File: src/rtl/hsa_pkg.sv
package hsa_pkg;
  typedef enum logic [2:0] {
    ST_WAIT_HIGH,
    ST_IDLE,
    ST_DELAY,
    ST_STORE,
    ST_HOLD
  } hsa_state_e;
endpackage

File: src/rtl/hsa_line_sync.sv
module hsa_line_sync #(
  parameter int STAGES = 2
) (
  input  logic clk,
  input  logic rst_n,
  input  logic d_i,
  output logic q_o
);
  logic [STAGES-1:0] chain_q;

  generate
    for (genvar i = 0; i < STAGES; i++) begin : g_stage
      if (i == 0) begin : g_first
        always_ff @(posedge clk or negedge rst_n) begin
          if (!rst_n) chain_q[0] <= 1'b0;
          else        chain_q[0] <= d_i;
        end
      end else begin : g_next
        always_ff @(posedge clk or negedge rst_n) begin
          if (!rst_n) chain_q[i] <= 1'b0;
          else        chain_q[i] <= chain_q[i-1];
        end
      end
    end
  endgenerate

  assign q_o = chain_q[STAGES-1];
endmodule

File: src/rtl/hsa_delay_timer.sv
module hsa_delay_timer #(
  parameter int DELAY_CYC = 8
) (
  input  logic clk,
  input  logic rst_n,
  input  logic clear_i,
  input  logic run_i,
  output logic done_o
);
  localparam int CW = $clog2(DELAY_CYC + 2);
  localparam logic [CW-1:0] LIMIT = CW'(DELAY_CYC);

  logic [CW-1:0] cnt_q;

  always_ff @(posedge clk or negedge rst_n) begin
    if (!rst_n)                       cnt_q <= '0;
    else if (clear_i)                 cnt_q <= '0;
    else if (run_i && cnt_q != LIMIT) cnt_q <= cnt_q + 1'b1;
  end

  assign done_o = (cnt_q == LIMIT);
endmodule

File: src/rtl/hsa_store_engine.sv
module hsa_store_engine #(
  parameter int STORE_CYC = 20
) (
  input  logic clk,
  input  logic rst_n,
  input  logic start_i,
  output logic busy_o,
  output logic done_o
);
  localparam int CW = $clog2(STORE_CYC + 1);
  localparam logic [CW-1:0] LOAD = CW'(STORE_CYC - 1);

  logic [CW-1:0] cnt_q;
  logic          busy_q;

  always_ff @(posedge clk or negedge rst_n) begin
    if (!rst_n) begin
      cnt_q  <= '0;
      busy_q <= 1'b0;
    end else if (start_i && !busy_q) begin
      cnt_q  <= LOAD;
      busy_q <= 1'b1;
    end else if (busy_q) begin
      if (cnt_q == '0) busy_q <= 1'b0;
      else             cnt_q  <= cnt_q - 1'b1;
    end
  end

  assign busy_o = busy_q;
  assign done_o = busy_q && (cnt_q == '0);
endmodule

File: src/rtl/hw_store_arbiter.sv
module hw_store_arbiter
  import hsa_pkg::*;
#(
  parameter int DELAY_CYC   = 8,
  parameter int STORE_CYC   = 20,
  parameter int SYNC_STAGES = 2
) (
  input  logic clk,
  input  logic rst_n,
  input  logic line_sense_i,
  output logic line_pull_o,
  input  logic sw_store_i,
  input  logic acc_busy_i,
  input  logic wr_valid_i,
  output logic wr_ready_o,
  input  logic recall_done_i,
  output logic dev_en_o,
  output logic store_start_o,
  output logic store_done_o
);
  hsa_state_e state_q, state_d;
  logic line_hi;
  logic dly_done;
  logic eng_busy;
  logic eng_done;
  logic start_req;
  logic dirty_q;
  logic wr_fire;

  hsa_line_sync #(.STAGES(SYNC_STAGES)) u_sync (
    .clk   (clk),
    .rst_n (rst_n),
    .d_i   (line_sense_i),
    .q_o   (line_hi)
  );

  hsa_delay_timer #(.DELAY_CYC(DELAY_CYC)) u_delay (
    .clk     (clk),
    .rst_n   (rst_n),
    .clear_i (state_q != ST_DELAY),
    .run_i   (state_q == ST_DELAY),
    .done_o  (dly_done)
  );

  hsa_store_engine #(.STORE_CYC(STORE_CYC)) u_engine (
    .clk     (clk),
    .rst_n   (rst_n),
    .start_i (start_req),
    .busy_o  (eng_busy),
    .done_o  (eng_done)
  );

  always_comb begin
    state_d   = state_q;
    start_req = 1'b0;
    unique case (state_q)
      ST_WAIT_HIGH, ST_HOLD: begin
        if (line_hi) state_d = ST_IDLE;
      end
      ST_IDLE: begin
        if (!line_hi) begin
          state_d = ST_DELAY;
        end else if (sw_store_i) begin
          start_req = 1'b1;
          state_d   = ST_STORE;
        end
      end
      ST_DELAY: begin
        if (line_hi) begin
          state_d = ST_IDLE;
        end else if (dly_done && !acc_busy_i) begin
          if (dirty_q) begin
            start_req = 1'b1;
            state_d   = ST_STORE;
          end else begin
            state_d = ST_HOLD;
          end
        end
      end
      ST_STORE: begin
        if (eng_done) state_d = ST_HOLD;
      end
      default: state_d = ST_WAIT_HIGH;
    endcase
  end

  always_ff @(posedge clk or negedge rst_n) begin
    if (!rst_n) state_q <= ST_WAIT_HIGH;
    else        state_q <= state_d;
  end

  assign wr_ready_o = (state_q == ST_IDLE) && line_hi && !sw_store_i;
  assign wr_fire    = wr_valid_i && wr_ready_o;

  always_ff @(posedge clk or negedge rst_n) begin
    if (!rst_n)                          dirty_q <= 1'b0;
    else if (wr_fire)                    dirty_q <= 1'b1;
    else if (eng_done || recall_done_i)  dirty_q <= 1'b0;
  end

  assign line_pull_o   = (state_q == ST_STORE) && eng_busy;
  assign dev_en_o      = (state_q == ST_IDLE) || (state_q == ST_DELAY);
  assign store_start_o = start_req;
  assign store_done_o  = eng_done;
endmodule

File: config.mk
export PLATFORM = sky130hd
export DESIGN_NAME = hw_store_arbiter
export DESIGN_NICKNAME = d
export VERILOG_FILES = /design/src/rtl/hsa_pkg.sv /design/src/rtl/hsa_line_sync.sv /design/src/rtl/hsa_delay_timer.sv /design/src/rtl/hsa_store_engine.sv /design/src/rtl/hw_store_arbiter.sv
export SDC_FILE = /design/constraint.sdc
export NUM_CORES = 1
export LEC_CHECK = 0
export CORE_MARGIN = 3
export CORE_UTILIZATION = 40
export DETAILED_ROUTE_END_ITERATION = 10
export GPL_ROUTABILITY_DRIVEN = 0
export PLACE_DENSITY_LB_ADDON = 0.1
export SYNTH_ARGS = -nofsm -noshare
export SYNTH_HDL_FRONTEND = slang
export SYNTH_SLANG_ARGS = --single-unit
File: constraint.sdc
create_clock -name clk -period 2.4 [get_ports clk]
set_input_delay 0.24 -clock clk [delete_from_list [all_inputs] [get_ports clk]]
set_output_delay 0.24 -clock clk [all_outputs]
set_load 0.05 [all_outputs]
# ---- Yosys cells after proc, flatten, opt, wreduce, memory -nomap -nowiden
# Cells that the tools add are included.
dict set report word_totals {
  reg_bits 16
  in_bits 7
  out_inout_bits 5
  word_cells 66
}
dict set report classes {
  add_sub_neg 2
  n_eq_ne 12
  muxes 24
  reduce_logical 21
}
# cell count
set ops {}
lappend ops {{3-bit two-way mux} 7}
lappend ops {{5-bit two-way mux} 3}
lappend ops {{3-bit case mux with 4 select lines} 1}
lappend ops {{1-bit two-way mux} 10}
lappend ops {{1-bit logical AND} 8}
lappend ops {{4-bit two-way mux} 2}
lappend ops {{3-bit by 2-bit equality test with 1-bit output, second input constant} 2}
lappend ops {{3-bit != test, second input constant} 2}
lappend ops {{2-bit nonzero test} 3}
lappend ops {{5-bit zero test} 1}
lappend ops {{5-bit by 1-bit subtractor with 5-bit output, second input constant} 1}
lappend ops {{4-bit by 1-bit adder with 4-bit output, second input constant} 1}
lappend ops {{4-bit equality test, second input constant} 1}
lappend ops {{2-bit by 1-bit != test with 1-bit output, second input constant} 2}
lappend ops {{4-bit != test, second input constant} 1}
lappend ops {{4-bit AND reduction} 1}
lappend ops {{3-bit by 1-bit equality test with 1-bit output, second input constant} 1}
lappend ops {{3-bit equality test, second input constant} 1}
lappend ops {{1-bit zero test} 3}
lappend ops {{3-bit zero test} 1}
lappend ops {{3-bit by 2-bit != test with 1-bit output, second input constant} 1}
lappend ops {{1-bit logical OR} 2}
lappend ops {{2-bit != test, second input constant} 1}
lappend ops {{1-bit case mux with 2 select lines} 1}
lappend ops {{other kinds (2)} 2}

# ---- Depth between registers and ports, before layout
# Gate-level depths: netlist of the first run.
dict set report logic_depth {
  depth_word 8
  depth_mapped 7
  depth_no_buf 7
}

# ---- Modules after synthesis
# A second synthesis of the first run with hierarchy kept.
dict set report hier_totals {
  hier_cells 100
  hier_area_um2 950.9
}
# module instances cells_each area_each_um2 seq_area_each_um2
set modules_own_cells {}
lappend modules_own_cells {hw_store_arbiter 1 43 344.1 100.1}
lappend modules_own_cells {hsa_store_engine 1 31 324.1 150.1}
lappend modules_own_cells {hsa_delay_timer 1 24 232.7 100.1}
lappend modules_own_cells {hsa_line_sync 1 2 50.0 50.0}

# ---- Worst setup path after synthesis of the first run
# No wires, ideal clock.
dict set report synth_timing {
  path_kind {register to register}
  from {register state_q[1]}
  to {register dirty_q}
  arrival_time_ns 1.788
  required_time_ns 2.328
  path_slack_ns 0.540
  stages_incl_launch_ff 5
  path_cell_list {dfrtp_1 -> buf_4 -> and4bb_1 -> nor2b_1 -> a32o_1}
}
dict set report synth_via {
  elab_chain_len 5
}
# item line_no
set synth_lines {}
lappend synth_lines {{start, declared} hw_store_arbiter.sv:21} ;# hsa_state_e state_q, state_d;
lappend synth_lines {{start signal, assigned} hw_store_arbiter.sv:89} ;# else state_q <= state_d;
lappend synth_lines {{3-bit by 1-bit equality test with 1-bit output (*)} hw_store_arbiter.sv:92} ;# assign wr_ready_o = (state_q == ST_IDLE) && line_hi && !sw_store_i;
lappend synth_lines {{1-bit logical AND (*) (2 in series)} hw_store_arbiter.sv:92}
lappend synth_lines {{via wr_ready_o} hw_store_arbiter.sv:15} ;# output logic wr_ready_o,
lappend synth_lines {{1-bit logical AND (*)} hw_store_arbiter.sv:93} ;# assign wr_fire = wr_valid_i && wr_ready_o;
lappend synth_lines {{1-bit two-way mux or 2-bit nonzero test (tied branches)} --}
lappend synth_lines {{end signal, assigned} hw_store_arbiter.sv:96} ;# if (!rst_n) dirty_q <= 1'b0;
lappend synth_lines {{end signal, assigned} hw_store_arbiter.sv:97} ;# else if (wr_fire) dirty_q <= 1'b1;
lappend synth_lines {{end signal, assigned} hw_store_arbiter.sv:98} ;# else if (eng_done || recall_done_i) dirty_q <= 1'b0;
lappend synth_lines {{end, declared} hw_store_arbiter.sv:27} ;# logic dirty_q;
# Mark *: on every way through the listed nets, which the timed path passes. The rest lies on a longest branch.
# A chain may end at the register's enable or synchronous reset.

# ---- Worst setup path in the final report of the first run
dict set report layout_timing {
  from {register state_q[1]}
  to {output line_pull_o}
}
dict set report layout_via {
  elab_chain_len 2
}
# item line_no
set layout_lines {}
lappend layout_lines {{3-bit by 2-bit equality test with 1-bit output} hw_store_arbiter.sv:101} ;# assign line_pull_o = (state_q == ST_STORE) && eng_busy;
lappend layout_lines {{1-bit logical AND} hw_store_arbiter.sv:101}
lappend layout_lines {{end, declared} hw_store_arbiter.sv:11} ;# output logic line_pull_o,
# No other way between the ends.

==> results.cfg, run 1 <==
[finish]
multi_input_area_sq_um = 472
antenna-diode-count = 0
fin_nets = 118
drive_gt1_frac = 0.113
nFillCells = 197
regArea_sq_um = 400
finalInstanceArea_sq_um = 1090
area_delta_synth_final_pct = 17.6

[clocking]
insertion_delay_ns = 0.29
clk_pin_slew_ns = 0.09
ctsResizeCount = 0
cts_made_buffers = 3
h-tree-depth = 1
ctsRootBufferMaster = clkbuf_4
cts_sinks = 16
clk_path_buf_depth = 2
cts_tree = yes
cts_hold_buf = 0
cts_setup_buffers = 0

[global_route]
antenna_found_initial = 0
grt_pass1_wl_um = 3030
grt_usage = 0.149
grt_overflow = 0
grt_max_degree = 17
first_global_vias = 679

[yosys]
yosys.area_share.simple = 0.252
synth_top_cell_by_area = dfrtp_1
syn_area_sq_um = 925
synthAdderAreaFrac = 0.0541
synth_compound_area_frac = 0.145
ys_top_cells_by_area = dfrtp_1 (43%), ha_1 (5.4%), nand2_1 (4.5%)
synthesis.nets = 105
synth_cell_types = 38
synth_top_area_share = 0.433
ys_seq_area_frac = 0.433
netlist_instances = 94
ys_seq_elements = 16
yosysWarningCount = 0
synth_top_family_by_area = simple AND/OR/NAND/NOR gates
postSynthAreaPerCell_sq_um = 9.84
synth_mux_area_frac = 0.0217
synth_xor_xnor_area_share = 0.0379

[sta]
setup_violations = 0
maxSlewHeadroom = 0.500
slew_violations = 0
tns_ns = 0
hold_viol = 0
fin_crit_sh = 0.962
skew_ns = 0.00955
setup_ws_ns = 0.0907
worst_pin_slew_ns = 0.748
rsz0062_at_grt = false
fin_crit_ns = 2.31
fmax_ghz = 0.433

[worst_setup_path]
critPathMaxFanout = 10
cp-end-kind = output port
crit_type = flop to output port
cp.arrival_ns = 2.07
cp-start-kind = flop
cp.required_ns = 2.16
cp_slowest_stage_delay_ns = 0.80
crit_slowest_cell = clkdlybuf4s50_1
crit_chain = nor2b_2 > and3_1 > clkdlybuf4s50_1

[route]
dr_wl_met3_um = 93
wire_per_inst_um = 13.6
drt-total-wl_um = 1810
top_layer_used = met4
final_antenna_net_count = 0
vias = 705
first_iter_violations = 13
routed-wl-met2_um = 808
wl_met1_um = 893
drc = 0
via_per_inst = 5.30
dr.pass1.iters = 4

[place]
placed_area_sq_um = 1050
port_buffers = 11
pre_cts_ws_ns = 0.412
dp_hpwl_um = 1350

[pwr]
max-vdd-ir-drop_mv = 0.579
p_sw_mw = 0.491
p_int_mw = 0.653
cellLeakagePower_nw = 0.465
p_sw_frac = 0.429
comb_power_share = 0.441
power_frac_clock = 0.157
pwr-share-seq = 0.402
p_per_area_nw_per_um2 = 1050

[run_status]
outcome = finished, final reports clean

[floorplan]
num_rows = 16
initial_core_util = 0.444
io_pins = 12
die_w_um = 54.1
dieArea_sq_um = 2920
die_h_um = 54.1
core_sq_um = 2080

[flow_run]
cap_violations = 0

[hold_path]
hp-class = flop to flop
[cells in the final DEF, fill, tap and decap left out, drive strengths merged, types with 2 or more instances in the layout]
cell	netlist	layout
nand2	11	11
clkbuf	1	4
inv	8	8
mux2i	2	2
nor2	6	6
o21ai	2	2
xnor2	3	3
buf	2	3
nor3b	3	3
ha	4	4
clkdlybuf4s50	0	8
dfrtp	16	16
nor3	8	8
a21oi	4	4
nand3	2	2
nor2b	2	2
[power groups by stage]
stage | logic, mW | clock network, mW | registers (mW)
2_1_floorplan | 0.420 | 0 | 0.409
3_3_place_gp | 0.490 | 0 | 0.457
3_5_place_dp | 0.506 | 0 | 0.462
4_1_cts | 0.510 | 0.191 | 0.456
5_1_grt | 0.559 | 0.203 | 0.478
6_report | 0.505 | 0.180 | 0.460
[cell usage after synthesis]
master	number
dfrtp_1	16
nand2_1	11
nor3_1	8
inv_1	7
nor2_1	6
a21oi_1	4
ha_1	4
nor3b_1	3
xnor2_1	3
mux2i_1	2
nand3_1	2
o21ai_0	2
a211o_1	1
a211oi_1	1
a21boi_2	1
a22o_1	1
a31o_1	1
a31oi_1	1
a32o_1	1
a32oi_4	1
and3_1	1
and3b_1	1
and4b_4	1
and4bb_1	1
buf_4	1
buf_6	1
clkbuf_1	1
inv_2	1
nand2b_1	1
nand3b_1	1
nor2b_1	1
nor2b_2	1
nor4b_1	1
o211ai_1	1
o31ai_1	1
or2b_1	1
or4b_1	1
xor2_1	1
[final timing paths]
path                       slack [ns]  depth (start not counted)                 to         startpoint
setup / recovery                 0.09                          3        line_pull_o         state_q[1]
hold / removal                   0.35                          0         u_sync.q_o  u_sync.chain_q[0]
setup reg to reg                 0.70                          6  u_engine.cnt_q[2]   u_delay.cnt_q[0]
hold reg to reg                  0.35                          0         u_sync.q_o  u_sync.chain_q[0]
max in group asynchronous        1.54                          1  u_engine.cnt_q[1]              rst_n
min in group asynchronous        0.38                          1            dirty_q              rst_n
[critical path: cells and delay by family (launching register included)]
kind | cells | cell delay, ns
DFF | 1 | 0.52
and+or+nand+nor | 2 | 0.47
buffers and inverters | 1 | 0.80
[area by class of cell]
| type | instances | share of cell area |
|---|---|---|
| Multi-Input combinational cell | 67 | 0.434 |
| Inverter | 8 | 0.0276 |
| Tap cell | 27 | 0.0311 |
| Timing Repair Buffer | 11 | 0.106 |
| Clock buffer | 4 | 0.0334 |
| Sequential cell | 16 | 0.368 |
[per-stage QoR]
stage               instances  total power [mW]   util  hold WS (ns)
floorplan                  94             0.829      -       -0.0556
global placement          129             0.947  0.505         0.331
detailed placement        129             0.968  0.505         0.335
CTS                       133              1.16  0.522         0.358
global route              133              1.24  0.522         0.376
finish                    133              1.14  0.522         0.355
[registers in the layout (all words and copies together) (netlist names)]
name	count
dirty_q	1
state_q	3
u_delay.cnt_q	4
u_engine.busy_o	1
u_engine.cnt_q	5
u_sync.chain_q	1
u_sync.q_o	1
[logic make-up (layout without fill, tap and decap cells)]
logic type	Yosys count	after routing
buffers and inverters	11	23
AO/OA/AOI/OAI	16	16
AND/OR/NAND/NOR	41	41
XOR/XNOR	4	4
adder cells (fa/ha/maj)	4	4
flip-flops	16	16
multiplexers	2	2
[layer usage]
layer	track usage	vias up
met5	0	-
met4	0.0539	0
met1	0.185	333
met3	0.0499	2
li1	-	356
met2	0.238	14
No activity file was read; power rests on OpenSTA's default activity.
==> inputs of run 2 (changes only) <==
--- a/config.mk
+++ b/config.mk
@@ -9,6 +9,7 @@
 export CORE_UTILIZATION = 40
 export DETAILED_ROUTE_END_ITERATION = 10
 export GPL_ROUTABILITY_DRIVEN = 0
+export MAX_ROUTING_LAYER = met4
 export PLACE_DENSITY_LB_ADDON = 0.1
 export SYNTH_ARGS = -nofsm -noshare
 export SYNTH_HDL_FRONTEND = slang
==> results.cfg, run 2 (synthesis gave the netlist of run 1 again) <==
[pwr]
power.total_mw = 1.14
p_per_area_nw_per_um2 = 1050
max-vdd-ir-drop_mv = 0.578
cellLeakagePower_nw = 0.481

[sta]
slew_violations = 0
worst_pin_slew_ns = 0.748
skew_ns = 0.00957
fmax_ghz = 0.458
hold_viol = 0
setup_ws_ns = 0.219
tns_ns = 0
fin_crit_ns = 2.18
fin_crit_sh = 0.909
rsz0062_at_grt = false
setup_violations = 0
maxSlewHeadroom = 0.500

[route]
wire_per_inst_um = 13.6
drc = 0
vias = 710
first_iter_violations = 14
dr.pass1.iters = 4
drt-total-wl_um = 1810
final_antenna_net_count = 0
via_per_inst = 5.34

[floorplan]
die_h_um = 54.1
io_pins = 12
num_rows = 16
die_w_um = 54.1
core_sq_um = 2080
dieArea_sq_um = 2920
initial_core_util = 0.444

[global_route]
grt_pass1_wl_um = 3040
grt_usage = 0.154
first_global_vias = 675
grt_max_degree = 17
grt_overflow = 0
antenna_found_initial = 0

[finish]
fin_nets = 118
drive_gt1_frac = 0.113
largest_reg_flops = 5
nFillCells = 197
top_regs = u_engine.cnt_q x5, u_delay.cnt_q x4, state_q x3
regMostFlops = u_engine.cnt_q
final_cell_mix = dfrtp_1 (16), nand2_1 (11), nor3_1 (8), inv_1 (7), clkdlybuf4s50_1 (7)
antenna-diode-count = 0
final_common_cell = dfrtp_1
area_delta_synth_final_pct = 17.9

[worst_setup_path]
crit_slowest_cell = dfrtp_1
critPathMaxFanout = 5
cp_top_family = simple AND/OR/NAND/NOR gates
path_buf_inv = 2
cp-start-kind = flop
cp.arrival_ns = 1.94
cp.required_ns = 2.16
cp_slowest_stage_delay_ns = 0.41
crit_chain = inv_1 > ha_1 > and3b_1 > and4b_4 > a22o_1 > buf_12
cp-end-kind = output port
crit_type = flop to output port

[clocking]
clk_path_buf_depth = 2
insertion_delay_ns = 0.29
cts_tree = yes
ctsRootBufferMaster = clkbuf_4
clk_pin_slew_ns = 0.09
h-tree-depth = 1
cts_hold_buf = 0
cts_sinks = 16
cts_made_buffers = 3

[place]
pre_cts_ws_ns = 0.412
dp_hpwl_um = 1350
port_buffers = 11

[flow_run]
cap_violations = 0

[hold_path]
hp-class = flop to flop

[run_status]
outcome = finished, final reports clean
## run 2: final cells by class
| cell class | instances | area, sq um | area share |
|---|---|---|---|
| timing repair buffer | 11 | 118 | 0.108 |
| multi-input combinational | 67 | 472 | 0.433 |
| inverter | 8 | 30.0 | 0.0276 |
| sequential | 16 | 400 | 0.367 |
| clock buffer | 4 | 36.3 | 0.0333 |
| tap | 27 | 33.8 | 0.0310 |
## run 2: layer usage
metal  wire, um  GRT usage
met1        881      0.187
met2        806      0.238
met3        107     0.0499
met4         15     0.0539
met5          0          -
## run 2: path summary, 6_finish.rpt
path,startpoint,endpoint,slack (ns),depth (start not counted)
max in group asynchronous,rst_n,u_engine.cnt_q[1],1.54,1
min in group asynchronous,rst_n,dirty_q,0.38,1
setup reg to reg,u_delay.cnt_q[0],u_engine.cnt_q[2],0.70,6
hold reg to reg,u_sync.chain_q[0],u_sync.q_o,0.35,0
hold / removal,u_sync.chain_q[0],u_sync.q_o,0.35,0
setup / recovery,u_delay.cnt_q[0],store_start_o,0.22,6
## run 2: timing repair
| item | 4_1_cts | 5_1_grt |
|---|---|---|
| setup endpoints to repair | 0 | 1 |
| setup buffers | 0 | 0 |
| resized for setup | 0 | 1 |
## run 2: power by group
| group | internal (mW) | leakage [nW] | switching (mW) |
|---|---|---|---|
| Sequential | 0.346 | 0.200 | 0.113 |
| Clock | 0.0924 | 0.0210 | 0.0871 |
| Combinational | 0.214 | 0.260 | 0.290 |
| Total | 0.652 | 0.481 | 0.491 |
## run 2: through the flow
stage | cells | instance area (sq um) | hold WS [ns] | util
6_report | 133 | 1090 | 0.355 | 0.523
5_1_grt | 133 | 1090 | 0.377 | 0.523
4_1_cts | 133 | 1090 | 0.358 | 0.522
3_5_place_dp | 129 | 1050 | 0.335 | 0.505
3_3_place_gp | 129 | 1050 | 0.331 | 0.505
2_1_floorplan | 94 | 925 | -0.0556 | -
